--- src/rtl/vsa_pkg.sv ---
package vsa_pkg;
  localparam int MAX_SLOTS = 18;
  localparam int CNT_W     = $clog2(MAX_SLOTS + 1);
  localparam int SLOT_W    = CNT_W;
  localparam int NUM_GRP   = 4;
  localparam int NUM_TGL   = 4;
  localparam int NUM_TOG   = NUM_GRP * NUM_TGL;

  typedef enum logic [1:0] {ST_IDLE, ST_WAIT, ST_RUN} seqState_t;

  typedef struct packed {
    logic load;
    logic run;
    logic segStart;
  } ctrlStrobe_t;

  function automatic logic [CNT_W-1:0] clampCount(input logic [CNT_W-1:0] c);
    if (c == '0) return CNT_W'(1);
    else if (c > CNT_W'(MAX_SLOTS)) return CNT_W'(MAX_SLOTS);
    else return c;
  endfunction
endpackage

--- src/rtl/vsa_ctrl.sv ---
module vsa_ctrl
  import vsa_pkg::*;
#(
  parameter int LEN_W = 6,
  parameter int DLY_W = 4
) (
  input  logic              clk,
  input  logic              rstN,
  input  logic              lineStart,
  input  logic [LEN_W-1:0]  segLenIn,
  input  logic [CNT_W-1:0]  segCountIn,
  input  logic [DLY_W-1:0]  startDelayIn,
  output ctrlStrobe_t       strobe,
  output logic [LEN_W-1:0]  pos,
  output logic [SLOT_W-1:0] slot
);
  seqState_t         state;
  logic [LEN_W-1:0]  lenQ;
  logic [CNT_W-1:0]  countQ;
  logic [DLY_W-1:0]  dlyCnt;
  logic              lastPos;
  logic              lastSlot;

  assign lastPos  = (pos == lenQ - LEN_W'(1));
  assign lastSlot = (slot == countQ - CNT_W'(1));

  always_ff @(posedge clk or negedge rstN) begin
    if (!rstN) begin
      state  <= ST_IDLE;
      lenQ   <= LEN_W'(1);
      countQ <= CNT_W'(1);
      dlyCnt <= '0;
      pos    <= '0;
      slot   <= '0;
    end else if (lineStart) begin
      lenQ   <= (segLenIn == '0) ? LEN_W'(1) : segLenIn;
      countQ <= clampCount(segCountIn);
      pos    <= '0;
      slot   <= '0;
      if (startDelayIn == '0) begin
        state <= ST_RUN;
      end else begin
        state  <= ST_WAIT;
        dlyCnt <= startDelayIn;
      end
    end else begin
      unique case (state)
        ST_WAIT: begin
          if (dlyCnt == DLY_W'(1)) state <= ST_RUN;
          else dlyCnt <= dlyCnt - DLY_W'(1);
        end
        ST_RUN: begin
          if (lastPos) begin
            pos <= '0;
            if (lastSlot) state <= ST_IDLE;
            else slot <= slot + SLOT_W'(1);
          end else begin
            pos <= pos + LEN_W'(1);
          end
        end
        default: ;
      endcase
    end
  end

  always_comb begin
    strobe.load     = lineStart;
    strobe.run      = (state == ST_RUN);
    strobe.segStart = (state == ST_RUN) && (pos == '0);
  end

  assert_slot_bound_R8: assert property (@(posedge clk) disable iff (!rstN)
    (state == ST_RUN) |-> (slot < countQ && countQ >= CNT_W'(1) && countQ <= CNT_W'(MAX_SLOTS)));

  assert_pos_bound_R3: assert property (@(posedge clk) disable iff (!rstN)
    (state == ST_RUN) |-> (pos < lenQ));

  assert_restart_R10: assert property (@(posedge clk) disable iff (!rstN)
    lineStart |=> (state != ST_IDLE));

  assert_wait_expiry_R2: assert property (@(posedge clk) disable iff (!rstN)
    (state == ST_WAIT && dlyCnt == DLY_W'(1) && !lineStart) |=>
      (state == ST_RUN && pos == '0 && slot == '0));
endmodule

--- src/rtl/vsa_datapath.sv ---
module vsa_datapath
  import vsa_pkg::*;
#(
  parameter int LEN_W = 6
) (
  input  logic                     clk,
  input  logic                     rstN,
  input  ctrlStrobe_t              strobe,
  input  logic [LEN_W-1:0]         pos,
  input  logic [SLOT_W-1:0]        slot,
  input  logic                     altEnIn,
  input  logic                     catEnIn,
  input  logic                     startPolIn,
  input  logic                     lineOddIn,
  input  logic [MAX_SLOTS-1:0]     selEven0In,
  input  logic [MAX_SLOTS-1:0]     selEven1In,
  input  logic [MAX_SLOTS-1:0]     selOdd0In,
  input  logic [MAX_SLOTS-1:0]     selOdd1In,
  input  logic [NUM_TOG*LEN_W-1:0] togglePosIn,
  input  logic [NUM_TOG-1:0]       toggleEnIn,
  output logic                     vclk,
  output logic                     busy
);
  logic                     altQ, catQ, polQ;
  logic [MAX_SLOTS-1:0]     sel0Q, sel1Q;
  logic [NUM_TOG*LEN_W-1:0] tPosQ;
  logic [NUM_TOG-1:0]       tEnQ;
  logic [NUM_TOG-1:0]       tglHit;
  logic [NUM_GRP-1:0]       grpParity;
  logic [1:0]               grpCode;
  logic                     hit;
  logic                     levelQ, lvlNext, busyQ;

  always_ff @(posedge clk or negedge rstN) begin
    if (!rstN) begin
      altQ  <= 1'b0;
      catQ  <= 1'b0;
      polQ  <= 1'b0;
      sel0Q <= '0;
      sel1Q <= '0;
      tPosQ <= '0;
      tEnQ  <= '0;
    end else if (strobe.load) begin
      altQ  <= altEnIn;
      catQ  <= catEnIn;
      polQ  <= startPolIn;
      sel0Q <= lineOddIn ? selOdd0In : selEven0In;
      sel1Q <= lineOddIn ? selOdd1In : selEven1In;
      tPosQ <= togglePosIn;
      tEnQ  <= toggleEnIn;
    end
  end

  for (genvar k = 0; k < NUM_TOG; k++) begin : g_match
    assign tglHit[k] = tEnQ[k] && (tPosQ[k*LEN_W +: LEN_W] == pos);
  end

  for (genvar g = 0; g < NUM_GRP; g++) begin : g_group
    assign grpParity[g] = ^tglHit[g*NUM_TGL +: NUM_TGL];
  end

  always_comb begin
    grpCode = altQ ? {sel1Q[slot], sel0Q[slot]} : 2'd0;
    if (!altQ && catQ) hit = ^tglHit;
    else hit = grpParity[grpCode];
    lvlNext = (strobe.segStart ? polQ : levelQ) ^ hit;
  end

  always_ff @(posedge clk or negedge rstN) begin
    if (!rstN) begin
      levelQ <= 1'b0;
      busyQ  <= 1'b0;
    end else begin
      levelQ <= strobe.run ? lvlNext : polQ;
      busyQ  <= strobe.run;
    end
  end

  assign vclk = levelQ;
  assign busy = busyQ;

  assert_idle_level_R1: assert property (@(posedge clk) disable iff (!rstN)
    (!busyQ && !$past(strobe.load)) |-> (vclk == polQ));

  assert_busy_entry_R2: assert property (@(posedge clk) disable iff (!rstN)
    $rose(busyQ) |-> $past(strobe.segStart));
endmodule

--- src/rtl/vseg_alt_seq.sv ---
module vseg_alt_seq
  import vsa_pkg::*;
#(
  parameter int LEN_W = 6,
  parameter int DLY_W = 4
) (
  input  logic                     clk,
  input  logic                     rstN,
  input  logic                     lineStart,
  input  logic                     lineOdd,
  input  logic                     altEn,
  input  logic                     catEn,
  input  logic                     startPol,
  input  logic [LEN_W-1:0]         segLen,
  input  logic [CNT_W-1:0]         segCount,
  input  logic [DLY_W-1:0]         startDelay,
  input  logic [MAX_SLOTS-1:0]     selEven0,
  input  logic [MAX_SLOTS-1:0]     selEven1,
  input  logic [MAX_SLOTS-1:0]     selOdd0,
  input  logic [MAX_SLOTS-1:0]     selOdd1,
  input  logic [NUM_TOG*LEN_W-1:0] togglePos,
  input  logic [NUM_TOG-1:0]       toggleEn,
  output logic                     vclk,
  output logic                     busy
);
  ctrlStrobe_t       strobe;
  logic [LEN_W-1:0]  pos;
  logic [SLOT_W-1:0] slot;

  vsa_ctrl #(.LEN_W(LEN_W), .DLY_W(DLY_W)) u_ctrl (
    .clk(clk), .rstN(rstN), .lineStart(lineStart),
    .segLenIn(segLen), .segCountIn(segCount), .startDelayIn(startDelay),
    .strobe(strobe), .pos(pos), .slot(slot)
  );

  vsa_datapath #(.LEN_W(LEN_W)) u_dp (
    .clk(clk), .rstN(rstN), .strobe(strobe), .pos(pos), .slot(slot),
    .altEnIn(altEn), .catEnIn(catEn), .startPolIn(startPol), .lineOddIn(lineOdd),
    .selEven0In(selEven0), .selEven1In(selEven1),
    .selOdd0In(selOdd0), .selOdd1In(selOdd1),
    .togglePosIn(togglePos), .toggleEnIn(toggleEn),
    .vclk(vclk), .busy(busy)
  );
endmodule

--- config.mk ---
export PLATFORM = sky130hd
export DESIGN_NAME = vseg_alt_seq
export DESIGN_NICKNAME = d
export VERILOG_FILES = /design/src/rtl/vsa_pkg.sv /design/src/rtl/vsa_ctrl.sv /design/src/rtl/vsa_datapath.sv /design/src/rtl/vseg_alt_seq.sv
export SDC_FILE = /design/constraint.sdc
export NUM_CORES = 1
export LEC_CHECK = 0
export BUFFER_PORTS_ARGS = -buffer_cell sky130_fd_sc_hd__buf_2
export CAP_MARGIN = 20
export CORE_AREA = 8 8 99 190
export CTS_CLUSTER_SIZE = 8
export DETAILED_ROUTE_END_ITERATION = 7
export DIE_AREA = 0 0 107 198
export PLACE_DENSITY = 0.87
export SYNTH_ARGS = -nofsm -noshare
export SYNTH_HDL_FRONTEND = slang
export SYNTH_SLANG_ARGS = --single-unit
--- constraint.sdc ---
create_clock -name clk -period 7.67 [get_ports clk]
set_clock_uncertainty 0.2 [all_clocks]
set_input_delay 0 -clock clk [delete_from_list [all_inputs] [get_ports clk]]
set_output_delay 0 -clock clk [all_outputs]
set_load 0.02 [all_outputs]
# Word-level counts from Yosys, hierarchy flattened
# Index checks and enable logic that the tools add are counted.
[op_classes]
n_addsub = 5
magnitude_cmp = 3
eq_ne = 27
muxes = 32
n_bitwise = 1
reduce_logical = 35
[op_table]
columns = ["cell", "count"]
rows = [
  ["$eq A6 B6 Y1", 17],
  ["$mux W18", 2],
  ["$mux W5", 6],
  ["$mux W6", 4],
  ["$logic_and A1 B1 Y1", 18],
  ["$mux W4", 4],
  ["$reduce_xor A16 Y1", 1],
  ["$reduce_xor A4 Y1", 4],
  ["$logic_not A6 Y1", 2],
  ["$mux W2", 6],
  ["$bmux W1 S5", 2],
  ["$add A6 B1 Y6 const B", 1],
  ["$lt A5 B6 Y1 const B", 1],
  ["$mux W1", 6],
  ["$ne A2 B2 Y1 const B", 3],
  ["$ne A3 B3 Y1 const B", 2],
  ["$reduce_and A3 Y1", 2],
  ["$reduce_bool A2 Y1", 3],
  ["$sub A6 B1 Y6 const B", 1],
  ["$add A5 B1 Y5 const B", 1],
  ["$eq A5 B5 Y1", 1],
  ["$gt A5 B5 Y1 const B", 1],
  ["$logic_not A5 Y1", 1],
  ["$sub A5 B1 Y5 const B", 1],
  ["13 further kinds", 13],
]
[totals]
register_bits = 181
in_bits = 206
out_inout_bits = 2
elab_cells = 118

# Depth between registers and ports, before layout
[depth]
word_depth = 8
mapped_depth = 12
ltp_nobuf = 10

# By module
# From an unflattened synthesis, not the netlist that was laid out.
[unflattened]
cells_unflattened = 806
hier_area_um2 = 9491.6
[modules_own_cells]
columns = ["mod", "n_inst", "cells_each", "area_each_um2", "seq_area_each_um2"]
rows = [
  ["vsa_datapath", 1, 614, 7699.9, 3828.7],
  ["vsa_ctrl", 1, 192, 1791.7, 703.2],
]

# Worst setup path after synthesis
# OpenSTA, ideal clock, no wires.
[synth_timing]
path_kind = "reg2reg"
startpoint = "register u_ctrl.lenQ[0]"
endpoint = "register u_ctrl.slot[3]"
setup_time_ns = 0.132
t_arrival_ns = 2.397
t_required_ns = 7.338
setup_slack_ns = 4.941
path_stages_with_launch = 11
path_buffers = 0
period_less_slack_ns = 2.729
path_cell_list = "dfstp_2 > inv_1 > ha_1 > xnor2_1 > or4_1 > nor3_1 > nand2_1 > nor2_1 > nand4_1 > xnor2_1 > nor2_1"
[synth_via]
elab_chain_cells = 4
[synth_rtl]
columns = ["element", "line_no", "rtl"]
rows = [
  ["start: declaration", "vsa_ctrl.sv:18", "logic [LEN_W-1:0] lenQ;"],
  ["start signal: assignment", "vsa_ctrl.sv:36", "lenQ <= (segLenIn == '0) ? LEN_W'(1) : segLenIn;"],
  ["$sub A6 B1 Y6", "vsa_ctrl.sv:24", "assign lastPos = (pos == lenQ - LEN_W'(1));"],
  ["$eq A6 B6 Y1", "vsa_ctrl.sv:24", ""],
  ["$reduce_bool A2 Y1 (no line)", "-", ""],
  ["$reduce_and A3 Y1 (no line)", "-", ""],
  ["end signal: assignment", "vsa_ctrl.sv:56", "else slot <= slot + SLOT_W'(1);"],
  ["end: declaration", "vsa_ctrl.sv:15", "output logic [SLOT_W-1:0] slot"],
]
# Every way passes these cells.
# A chain may end at the register's enable or synchronous reset.

# Worst setup path after layout
[layout_timing]
startpoint = "register u_ctrl.pos[5]"
endpoint = "register u_dp.levelQ, in the netlist u_dp.vclk"
[layout_via]
elab_chain_cells = 8
word_cells_on_any_way = 45
classes_between = "16 x eq/ne; 5 x mux; 1 x bitwise; 23 x reduce/logical"
[layout_rtl]
columns = ["element", "line_no", "rtl"]
rows = [
  ["start: declaration", "vsa_ctrl.sv:14", "output logic [LEN_W-1:0] pos,"],
  ["start signal: assignment", "vsa_ctrl.sv:58", "pos <= pos + LEN_W'(1);"],
  ["$eq A6 B6 Y1", "vsa_datapath.sv:55", "assign tglHit[k] = tEnQ[k] && (tPosQ[k*LEN_W +: LEN_W] == pos);"],
  ["$logic_and A1 B1 Y1", "vsa_datapath.sv:55", ""],
  ["$reduce_xor A4 Y1", "vsa_datapath.sv:59", "assign grpParity[g] = ^tglHit[g*NUM_TGL +: NUM_TGL];"],
  ["$bmux W1 S2", "vsa_datapath.sv:65", "else hit = grpParity[grpCode];"],
  ["$mux W1 (implied by the code)", "vsa_datapath.sv:65", ""],
  ["$mux W1", "vsa_datapath.sv:64", "if (!altQ && catQ) hit = ^tglHit;"],
  ["$xor A1 B1 Y1 *", "vsa_datapath.sv:66", "lvlNext = (strobe.segStart ? polQ : levelQ) ^ hit;"],
  ["$mux W1 *", "vsa_datapath.sv:74", "levelQ <= strobe.run ? lvlNext : polQ;"],
  ["end signal: assignment", "vsa_datapath.sv:74", ""],
  ["end: declaration", "vsa_datapath.sv:32", "logic levelQ, lvlNext, busyQ;"],
]
# Mark *: on every way between the ends. The rest lies on a longest branch, timed or not. The select of a mux whose other input is x is not followed.

==> results.toml <==
[global_routing]
grt_max_degree = 141
grt-ovfl-total = 0
grt_pass1_vias = 9154
antenna_found_initial = 2
grt_pass1_wl_um = 47720
track_usage_pct = 29.27

[outcome]
status = "completed"

[synthesis]
mappedNetlistArea_um2 = 9390
synth-edff-count = 0
netlist_top_cells_area = "dfrtp_1 48%, mux2_1 11%, xnor2_1 6.9%"
yosysWarnings = 0
synth_ff_type = "dfrtp_1"
synth_top_area_share_pct = 47.70
ys_seq_area_share_pct = 48.26
synthArstFlopShare_pct = 100.0
syn_nets = 1000
yosysTopAreaCell = "dfrtp_1"
avgSynthCellArea_um2 = 11.93
ys_seq_elements = 181
syn_inst = 787
yosysUniqueCellTypes = 54

[worst_hold_path]
hold_path.startpoint = "toggleEn[0]"
hold_path.class = "input port to register"

[timing]
hold_violations = 0
setup_violations = 0
worst_slew_pin_slew_ns = 1.126
holdWs_ns = 0.1311
tns_ns = 0
slew_headroom_pct = 24.96
slew_violations = 0
rsz0062_at_grt = "no"
fmax_mhz = 276.5
finalCritPeriodShare_pct = 47.16
finalCriticalPeriod_ns = 3.617

[floorplan]
io_pins = 208
die_w_um = 107
initial_core_util_pct = 57.72
die_area_um2 = 21190
die_y_um = 198
rows = 66
core_um2 = 16270

[routing]
drcViolationCount = 0
via_per_inst = 5.680
routed-via-count = 7940
drtPass1Iterations = 4
routed_wl_um = 29990
antenna_left = 0
post_drt_wl_per_cell_um = 21.45
drt_iter0_drc = 408

[final_layout]
mostFrequentLayoutCells = "206 x dlygate4sd3_1, 205 x buf_2, 179 x dfrtp_1"
instances_no_fill = 1398
final_common_cell = "dlygate4sd3_1"
nFillCells = 868
nNetsFinal = 1392
layout-drive-gt1-share_pct = 25.02
syn_to_final_growth_pct = 39.99
fin_area_um2 = 13150

[flow_run]
maxCapViolCount = 0

[clock_network]
clk_pin_slew_ns = 0.07
clock_path_buffers = 2
cts_setup_buffers = 0
cts_max_level = 4
numCtsBuffers = 17
clk_latency_ns = 0.42
cts_sinks = 181
cts-root-buf = "clkbuf_16"
tritoncts = "done"
ctsResizeCount = 0

[pwr]
total_power_mw = 2.461
p_per_area_nw_per_um2 = 187.2
ir_worst_vdd_uv = 198.7
p_leak_nw = 5.830

[worst_setup_path]
cp.required_ns = 7.78
r2r-start = "u_ctrl.pos[5]"
startpoint = "u_ctrl.pos[5]"
arrival_ns = 3.73
cp-start-kind = "register"
worstSetupEndpointType = "register"
crit_type = "register to register"
path_max_fanout = 20

[placement]
place_area_um2 = 10480
port_buffers = 207
place_inst = 1157
hpwl_um = 16450
gp_congestion = 0.7909
## synthesized netlist by cell type, types with 3 or more instances
cell      count
dfrtp_1     179
mux2_1       90
xnor2_1      74
xor2_1       53
nor2_1       51
mux2i_1      48
a21oi_1      43
mux2_2       32
clkbuf_1     24
nand4_1      18
nand2_1      16
o21ai_1      16
inv_1        14
nor4_2       12
buf_1         7
buf_6         7
ha_1          7
nand2b_1      7
nor2b_1       7
nor4_1        7
nand3_1       6
nor3_1        6
buf_2         5
o21ai_0       5
buf_4         4
mux4_2        4
a31oi_1       3
and3_1        3
o31ai_1       3
or3_1         3
xnor2_2       3
## cell type report
| type | count | area [µm²] | area share, % |
|---|---|---|---|
| inverter | 15 | 56.30 | 0.4283 |
| multi-input combinational | 543 | 4532 | 34.48 |
| clock buffer | 24 | 471.7 | 3.588 |
| clock inverter | 7 | 97.59 | 0.7424 |
| antenna | 3 | 7.507 | 0.05711 |
| tap | 204 | 255.2 | 1.942 |
| timing repair buffer | 421 | 3193 | 24.29 |
| sequential | 181 | 4532 | 34.48 |
## power breakdown
group | internal (mW) | total (mW) | switching, mW
sequential | 1.05 | 1.13 | 0.0807
combinational | 0.259 | 0.467 | 0.208
clock | 0.497 | 0.861 | 0.364
total | 1.81 | 2.46 | 0.653
## state kept, by name, summed over array words and instances, names as in the netlist
name           cells
u_dp.tPosQ        96
u_dp.sel0Q        18
u_dp.sel1Q        18
u_dp.tEnQ         16
u_ctrl.lenQ        6
u_ctrl.pos         6
u_ctrl.countQ      5
u_ctrl.slot        5
u_ctrl.dlyCnt      4
u_ctrl.state       2
u_dp.altQ          1
u_dp.busy          1
u_dp.catQ          1
u_dp.polQ          1
u_dp.vclk          1
## repair_timing
action | in CTS | in global routing
hold buffers | 207 | 0
endpoints found under the setup margin | 0 | 0
hold endpoints to repair | 226 | 0
## cell families (layout without fill, tap and decap cells)
logic type / after synthesis / after routing / synth area share, %
XOR/XNOR: 131 / 131 / 12.54
other: 0 / 3 / 0
AND/OR/NAND/NOR: 142 / 142 / 8.408
flip-flops: 181 / 181 / 48.26
adder cells (fa/ha/maj): 7 / 7 / 0.9327
multiplexers: 175 / 175 / 20.95
AO/OA/AOI/OAI: 88 / 88 / 5.436
buffers and inverters: 63 / 467 / 3.478
## path summary, 6_finish.rpt
kind	endpoint	slack, ns	cells after the start
hold reg to reg	u_dp.tEnQ[0]	0.30	1
setup / recovery	u_dp.vclk	4.05	9
min in group asynchronous	u_ctrl.countQ[0]	0.54	3
setup reg to reg	u_dp.vclk	4.05	9
hold / removal	u_dp.tEnQ[0]	0.13	3
max in group asynchronous	u_dp.sel1Q[12]	5.18	5
## routing by layer
metal	GRT usage (%)	wire [µm]	up-vias
met3	5.926	1636	125
li1	-	-	3525
met1	27.53	9690	3915
met4	20.31	1931	0
met2	54.50	16730	375
met5	0	0	-
## worst max-delay path, stage by stage (launching register included)
cell     delay (ns)
dfrtp_1        1.09
xor2_1         0.18
nor4_1         0.55
xnor2_1        0.21
xnor2_2        0.29
xor2_1         0.20
xnor2_1        0.18
mux2i_4        0.12
or3_1          0.35
o211a_1        0.13
## through the flow
| stage | setup WS [ns] | utilization, % |
|---|---|---|
| 6_report | 4.053 | 80.80 |
| 3_5_place_dp | 4.320 | 64.41 |
| 5_1_grt | 3.919 | 80.79 |
| 2_1_floorplan | 4.941 | - |
| 3_3_place_gp | 4.379 | 64.41 |
| 4_1_cts | 4.284 | 80.76 |
(Power assumes the default switching activity.)
